File: src/rtl/rf_pkg.sv
package rf_pkg;
  parameter int RF_RD_PORTS = 2;

  function automatic bit rf_fwd_hit(input bit we, input int unsigned waddr,
                                     input int unsigned raddr);
    return we && (waddr != 0) && (waddr == raddr);
  endfunction
endpackage

File: src/rtl/rf_wr_decode.sv
module rf_wr_decode #(
  parameter int NUM_REGS = 8,
  localparam int ADDR_W = $clog2(NUM_REGS)
) (
  input  logic              wr_en,
  input  logic [ADDR_W-1:0] wr_addr,
  output logic [NUM_REGS-1:1] wr_sel
);
  genvar gi;
  generate
    for (gi = 1; gi < NUM_REGS; gi++) begin : g_sel
      assign wr_sel[gi] = wr_en && (wr_addr == ADDR_W'(gi));
    end
  endgenerate
endmodule

File: src/rtl/rf_storage.sv
module rf_storage #(
  parameter int DATA_W   = 32,
  parameter int NUM_REGS = 8
) (
  input  logic                             clk,
  input  logic                             rst,
  input  logic [NUM_REGS-1:1]              wr_sel,
  input  logic [DATA_W-1:0]                wr_data,
  output logic [NUM_REGS-1:0][DATA_W-1:0]  regs_q
);
  assign regs_q[0] = '0;

  genvar gi;
  generate
    for (gi = 1; gi < NUM_REGS; gi++) begin : g_reg
      always_ff @(posedge clk) begin
        if (rst) begin
          regs_q[gi] <= '0;
        end else if (wr_sel[gi]) begin
          regs_q[gi] <= wr_data;
        end
      end
    end
  endgenerate
endmodule

File: src/rtl/rf_read_port.sv
module rf_read_port #(
  parameter int DATA_W   = 32,
  parameter int NUM_REGS = 8,
  localparam int ADDR_W = $clog2(NUM_REGS)
) (
  input  logic [NUM_REGS-1:0][DATA_W-1:0] regs_q,
  input  logic [ADDR_W-1:0]               rd_addr,
  input  logic                            wr_en,
  input  logic [ADDR_W-1:0]               wr_addr,
  input  logic [DATA_W-1:0]               wr_data,
  output logic [DATA_W-1:0]               rd_data
);
  logic fwd_hit;

  always_comb begin
    fwd_hit = rf_pkg::rf_fwd_hit(wr_en, int'(wr_addr), int'(rd_addr));
    if (fwd_hit) begin
      rd_data = wr_data;
    end else begin
      rd_data = regs_q[rd_addr];
    end
  end
endmodule

File: src/rtl/regfile_bypass.sv
module regfile_bypass #(
  parameter int DATA_W   = 32,
  parameter int NUM_REGS = 8,
  localparam int ADDR_W = $clog2(NUM_REGS)
) (
  input  logic              clk,
  input  logic              rst,
  input  logic [ADDR_W-1:0] rd_addr_a,
  output logic [DATA_W-1:0] rd_data_a,
  input  logic [ADDR_W-1:0] rd_addr_b,
  output logic [DATA_W-1:0] rd_data_b,
  input  logic              wr_en,
  input  logic [ADDR_W-1:0] wr_addr,
  input  logic [DATA_W-1:0] wr_data
);
  localparam int NRD = rf_pkg::RF_RD_PORTS;

  logic [NUM_REGS-1:1]             wr_sel;
  logic [NUM_REGS-1:0][DATA_W-1:0] regs_q;
  logic [NRD-1:0][ADDR_W-1:0]      raddr;
  logic [NRD-1:0][DATA_W-1:0]      rdata;

  assign raddr[0]  = rd_addr_a;
  assign raddr[1]  = rd_addr_b;
  assign rd_data_a = rdata[0];
  assign rd_data_b = rdata[1];

  rf_wr_decode #(.NUM_REGS(NUM_REGS)) u_dec (
    .wr_en  (wr_en),
    .wr_addr(wr_addr),
    .wr_sel (wr_sel)
  );

  rf_storage #(.DATA_W(DATA_W), .NUM_REGS(NUM_REGS)) u_store (
    .clk    (clk),
    .rst    (rst),
    .wr_sel (wr_sel),
    .wr_data(wr_data),
    .regs_q (regs_q)
  );

  genvar gp;
  generate
    for (gp = 0; gp < NRD; gp++) begin : g_rd
      rf_read_port #(.DATA_W(DATA_W), .NUM_REGS(NUM_REGS)) u_rd (
        .regs_q (regs_q),
        .rd_addr(raddr[gp]),
        .wr_en  (wr_en),
        .wr_addr(wr_addr),
        .wr_data(wr_data),
        .rd_data(rdata[gp])
      );
    end
  endgenerate
endmodule

File: config.mk
export PLATFORM = sky130hd
export DESIGN_NAME = regfile_bypass
export DESIGN_NICKNAME = d
export VERILOG_FILES = /design/src/rtl/rf_pkg.sv /design/src/rtl/rf_wr_decode.sv /design/src/rtl/rf_storage.sv /design/src/rtl/rf_read_port.sv /design/src/rtl/regfile_bypass.sv
export SDC_FILE = /design/constraint.sdc
export NUM_CORES = 1
export LEC_CHECK = 0
export ABC_AREA = 1
export BUFFER_PORTS_ARGS = -buffer_cell sky130_fd_sc_hd__buf_2
export CAP_MARGIN = 10
export CORE_MARGIN = 8
export CORE_UTILIZATION = 35
export DETAILED_ROUTE_END_ITERATION = 10
export MAX_ROUTING_LAYER = met4
export REMOVE_ABC_BUFFERS = 1
export SYNTH_ARGS = -nofsm -noshare
export SYNTH_HDL_FRONTEND = slang
export SYNTH_SLANG_ARGS = --single-unit
export TNS_END_PERCENT = 100
File: constraint.sdc
create_clock -name clk -period 3.3 [get_ports clk]
set_input_delay 0.33 -clock clk [delete_from_list [all_inputs] [get_ports clk]]
set_output_delay 0.33 -clock clk [all_outputs]
set_load 0.01 [all_outputs]
; Yosys cells after proc, flatten, opt, wreduce, memory -nomap -nowiden
; Cells that the tools add are included.
[op_classes]
eq_ne = 9
n_lt_le_gt_ge = 2
reduce_logical = 11
n_mux = 6
[op_table]
columns = operator, count
row1 = binary-select mux 32 bit (select 3 bit), 2
row2 = 2-to-1 mux 32 bit, 4
row3 = == test 3 bit (second input constant), 4
row4 = logical AND 1 bit, 10
row5 = < comparator 3 x 4 -> 1 bit (second input constant), 2
row6 = == test 3 x 2 -> 1 bit (second input constant), 2
row7 = == test 3 bit, 2
row8 = == test 3 x 1 -> 1 bit (second input constant), 1
row9 = nonzero test 3 bit, 1
[totals]
reg_bits = 224
in_bits = 44
elab_cells = 35

; Logic depth before layout (Yosys ltp)
[logic_depth]
ltp_word = 4
depth_mapped = 9
mapped_depth_nobuf = 7

; Cells and area by module
; A second synthesis with hierarchy kept.
[hier_totals]
hier_cells = 3035
hier_area_um2 = 16318.2
[modules_own_cells]
columns = module, area_each_um2, instances, cells_each, seq_area_each_um2
row1 = rf_storage, 8693.3, 1, 1259, 4484.3
row2 = rf_read_port, 3782.4, 2, 880, 0.0
row3 = rf_wr_decode, 60.1, 1, 16, 0.0

; Worst setup path before layout
; Ideal clock, no wire load.
[synth_timing]
path_kind = input to output
from = in rd_addr_b[2]
to = out rd_data_b[10]
slack_ns = 1.664
required_time_ns = 2.970
stages = 8
arrival_ns = 1.306
path_cell_list = buf_2 inv_2 nand2_1 nand2_1 nor2_2 clkbuf_1 nand4_1 nand2_1
[synth_via]
elab_chain_len = 3
[synth_lines]
columns = element, line
row1 = start: declaration, regfile_bypass.sv:10  ; input logic [ADDR_W-1:0] rd_addr_b,
row2 = binary-select mux 32 bit (select 3 bit) or == test 3 bit (tied branches), "rf_read_port.sv:20, rf_pkg.sv:6"
row3 = 2-to-1 mux 32 bit (implied by the code) or logical AND 1 bit (tied branches), "rf_read_port.sv:20, rf_pkg.sv:6"
row4 = 2-to-1 mux 32 bit *, rf_read_port.sv:17  ; if (fwd_hit) begin
row5 = end: declaration, regfile_bypass.sv:11  ; output logic [DATA_W-1:0] rd_data_b,
; Every way passes the cells marked *; elsewhere a longest branch is shown, timed or not. The select of a mux whose other input is x is not followed.

; Final worst setup path
[layout_timing]
from = in rd_addr_a[1]
to = out rd_data_a[21]
[layout_via]
elab_chain_len = 3
[layout_lines]
columns = element, line
row1 = start: declaration, regfile_bypass.sv:8  ; input logic [ADDR_W-1:0] rd_addr_a,
row2 = binary-select mux 32 bit (select 3 bit) or == test 3 bit (tied branches), "rf_read_port.sv:20, rf_pkg.sv:6"
row3 = 2-to-1 mux 32 bit (implied by the code) or logical AND 1 bit (tied branches), "rf_read_port.sv:20, rf_pkg.sv:6"
row4 = 2-to-1 mux 32 bit *, rf_read_port.sv:17
row5 = end: declaration, regfile_bypass.sv:9  ; output logic [DATA_W-1:0] rd_data_a,
; Marks and branches as above.

==> out/results.txt <==
Crit. End Element: output pin
Synthesis Warnings: 0
Clk pin slew, worst setup/hold paths: 0.06 ns
Fin worst setup slack: 0.809 ns
Post-synthesis area per instance: 6.23 µm²
Via count: 14143
Highest Clock Rate: 0.401 GHz
Fill cells: 3924
Sequential area share after synthesis: 34.1%
Critical path launch point type: input pin
Clock Sinks: 224
Area growth syn-to-layout: 12.3%
Grt total ovfl: 0
Relative slew slack: 37.6%
Reg with most FFs: u_store.regs_q
Post-placement worst setup slack: 0.842 ns
FF/Latch Area: 0.00448 mm²
# diodes: 0
RSZ-0062 raised after global routing: false
IO Port Bufs: 107
Met3 Track Usage GR: 2.45%
Routed wire length: 49.0 mm
Antenna Violating Nets Remaining: 0
Vias/cell: 5.42
# nets final: 2122
Worst Path Required: 2.97 ns
PostCTS Resize Cnt: 0
Met2 Use GR: 35.8%
Max Cap Viol: 0
First-pass DRT Iterations: 5
Routing usage on met1: 28.6%
Routed len/inst: 18.8 µm
Fin area: 0.0148 mm²
GRT Total Usage: 22.1%
Starting density of the core: 35.2%
Max reg flops: 224
Worst-skew pair later-pin latency: 0.53 ns
CTS tree: built
CTS H-Tree Depth: 1
Initial antenna violation count: 0
Final Hold Viols: 0
Post-DP HPWL: 27.6 mm
Final Core Density: 39.5%
Share of layout cells above drive strength 1: 10.2%
Power Density: 476 mW/mm²
Setup Fix Bufs, Post-CTS: 0
Crit path DAT: 2.16 ns
Top Ports: 108
Commonest non-fill, non-tap cell in the layout: nand2_1
Status: completed
Tcrit/Tclk final: 75.5%
Setup Viol. Count Final: 0
Hold Path Class: input pin to flop
Area of the core: 0.0374 mm²
Pin count of the biggest net entering global routing: 129
Clk buf depth: 3
Root buf cell: clkbuf_16
Die ar.: 0.0441 mm²
Worst slew pin tran: 0.936 ns
Fin crit period: 2.49 ns
Wire length of the first global-routing pass: 76.8 mm
Most frequent cells in the layout: nand2_1 (527), nand3_1 (448), dfxtp_1 (224)
DRT iter0 DRCs: 1373
Cells after Synth: 2114
Leakage power: 0.00657 µW
Library cells used by synthesis: 16
Die Span Y: 210 µm
Multi-input gate area: 0.00709 mm²
Cell Area, Placed: 0.0139 mm²
Max Slew Vio Count: 0
DRC: 0
IR drop worst, VDD: 0.353 mV
Netlist Area Pre-Place: 0.0132 mm²
CTS Buf Count: 27
Setup CP Type: input pin to output pin
Vias in the first global route: 13578
Std cell rows: 71
Layout Skew: 0 ns
Crit Path Max Fanout: 17
Largest registers: u_store.regs_q (224)
Synthesis-stage register bit count: 224
Busiest grt layer: met2
Routability cong.: 0.831
Die X: 210 µm
Post-cts hold buffer count: 0
-- layout make-up --
type / count / area share (%)
flip-flops and latches: 224 / 30.3
inverters: 205 / 5.22
repair buffers: 148 / 6.37
well taps: 511 / 4.32
clock buffers: 38 / 5.25
multi-input cells: 1472 / 47.9
clock inverters: 12 / 0.601
-- critical path: stages --
cell and delay (ns):
buf_2 0.38, inv_2 0.07, nand2_1 0.07, nand2_1 0.08, nor2_4 0.10, nand3_2 0.41, buf_12 0.34, nand3_1 0.13
nand2_1 0.08, buf_2 0.15
-- cell usage after synthesis --
master    count  area [µm²]
a211oi_1    192        1440
a21oi_1      32         160
buf_1        26        97.6
buf_2        66         330
buf_4         1        7.51
clkbuf_1    120         450
dfxtp_1     224        4480
inv_1       197         739
inv_2         8        30.0
nand2_1     533        2000
nand3_1     450        2250
nand4_1      64         400
nor2_1      196         736
nor2_2        2        12.5
o21ai_2       1        8.76
xnor2_1       2        17.5
-- where the power goes --
part / switching [µW] / internal, µW / total, µW / leakage, µW
Combinational: 916 / 385 / 1300 / 0.00431
Sequential: 25.8 / 2800 / 2820 / 0.00182
Clock: 1210 / 1710 / 2920 / 0.000440
Total: 2150 / 4890 / 7050 / 0.00657
-- path summary, 6_finish.rpt --
check	from	end	slack, ns	cells past startpoint
worst max register to register	u_store.regs_q[244]	u_store.regs_q[244]	2.59	2
worst min register to register	u_store.regs_q[56]	u_store.regs_q[56]	0.48	2
worst min-delay path	wr_data[10]	u_store.regs_q[42]	0.13	3
worst max-delay path	rd_addr_a[1]	rd_data_a[21]	0.81	10
-- layer usage --
metal	share of wire, %	wire length [µm]	up-vias
met5	0	0	-
met4	3.0	1460	0
met3	6.9	3390	120
met2	46	22500	606
met1	44	21700	6498
li1	-	-	6919
-- logic make-up (layout without fill, tap and decap cells) --
group           Yosys count  in the layout  share of synthesized area [%]
flops                   224            224                           34.1
compound gates          225            225                           12.2
simple gates           1245           1245                           41.0
xor+xnor                  2              2                          0.133
buf+inv                 418            403                           12.6
-- stage by stage --
| step | hold slack, ns | power, µW | instances | setup TNS (ns) |
|---|---|---|---|---|
| floorplan | 0.399 | 3540 | 1901 | -4.53 |
| global placement | 0.466 | 4160 | 2560 | 0 |
| detailed placement | 0.472 | 4180 | 2560 | 0 |
| CTS | 0.103 | 7100 | 2610 | 0 |
| global route | 0.123 | 7350 | 2610 | 0 |
| finish | 0.129 | 7050 | 2610 | 0 |
No activity file was read; power rests on OpenSTA's default activity.
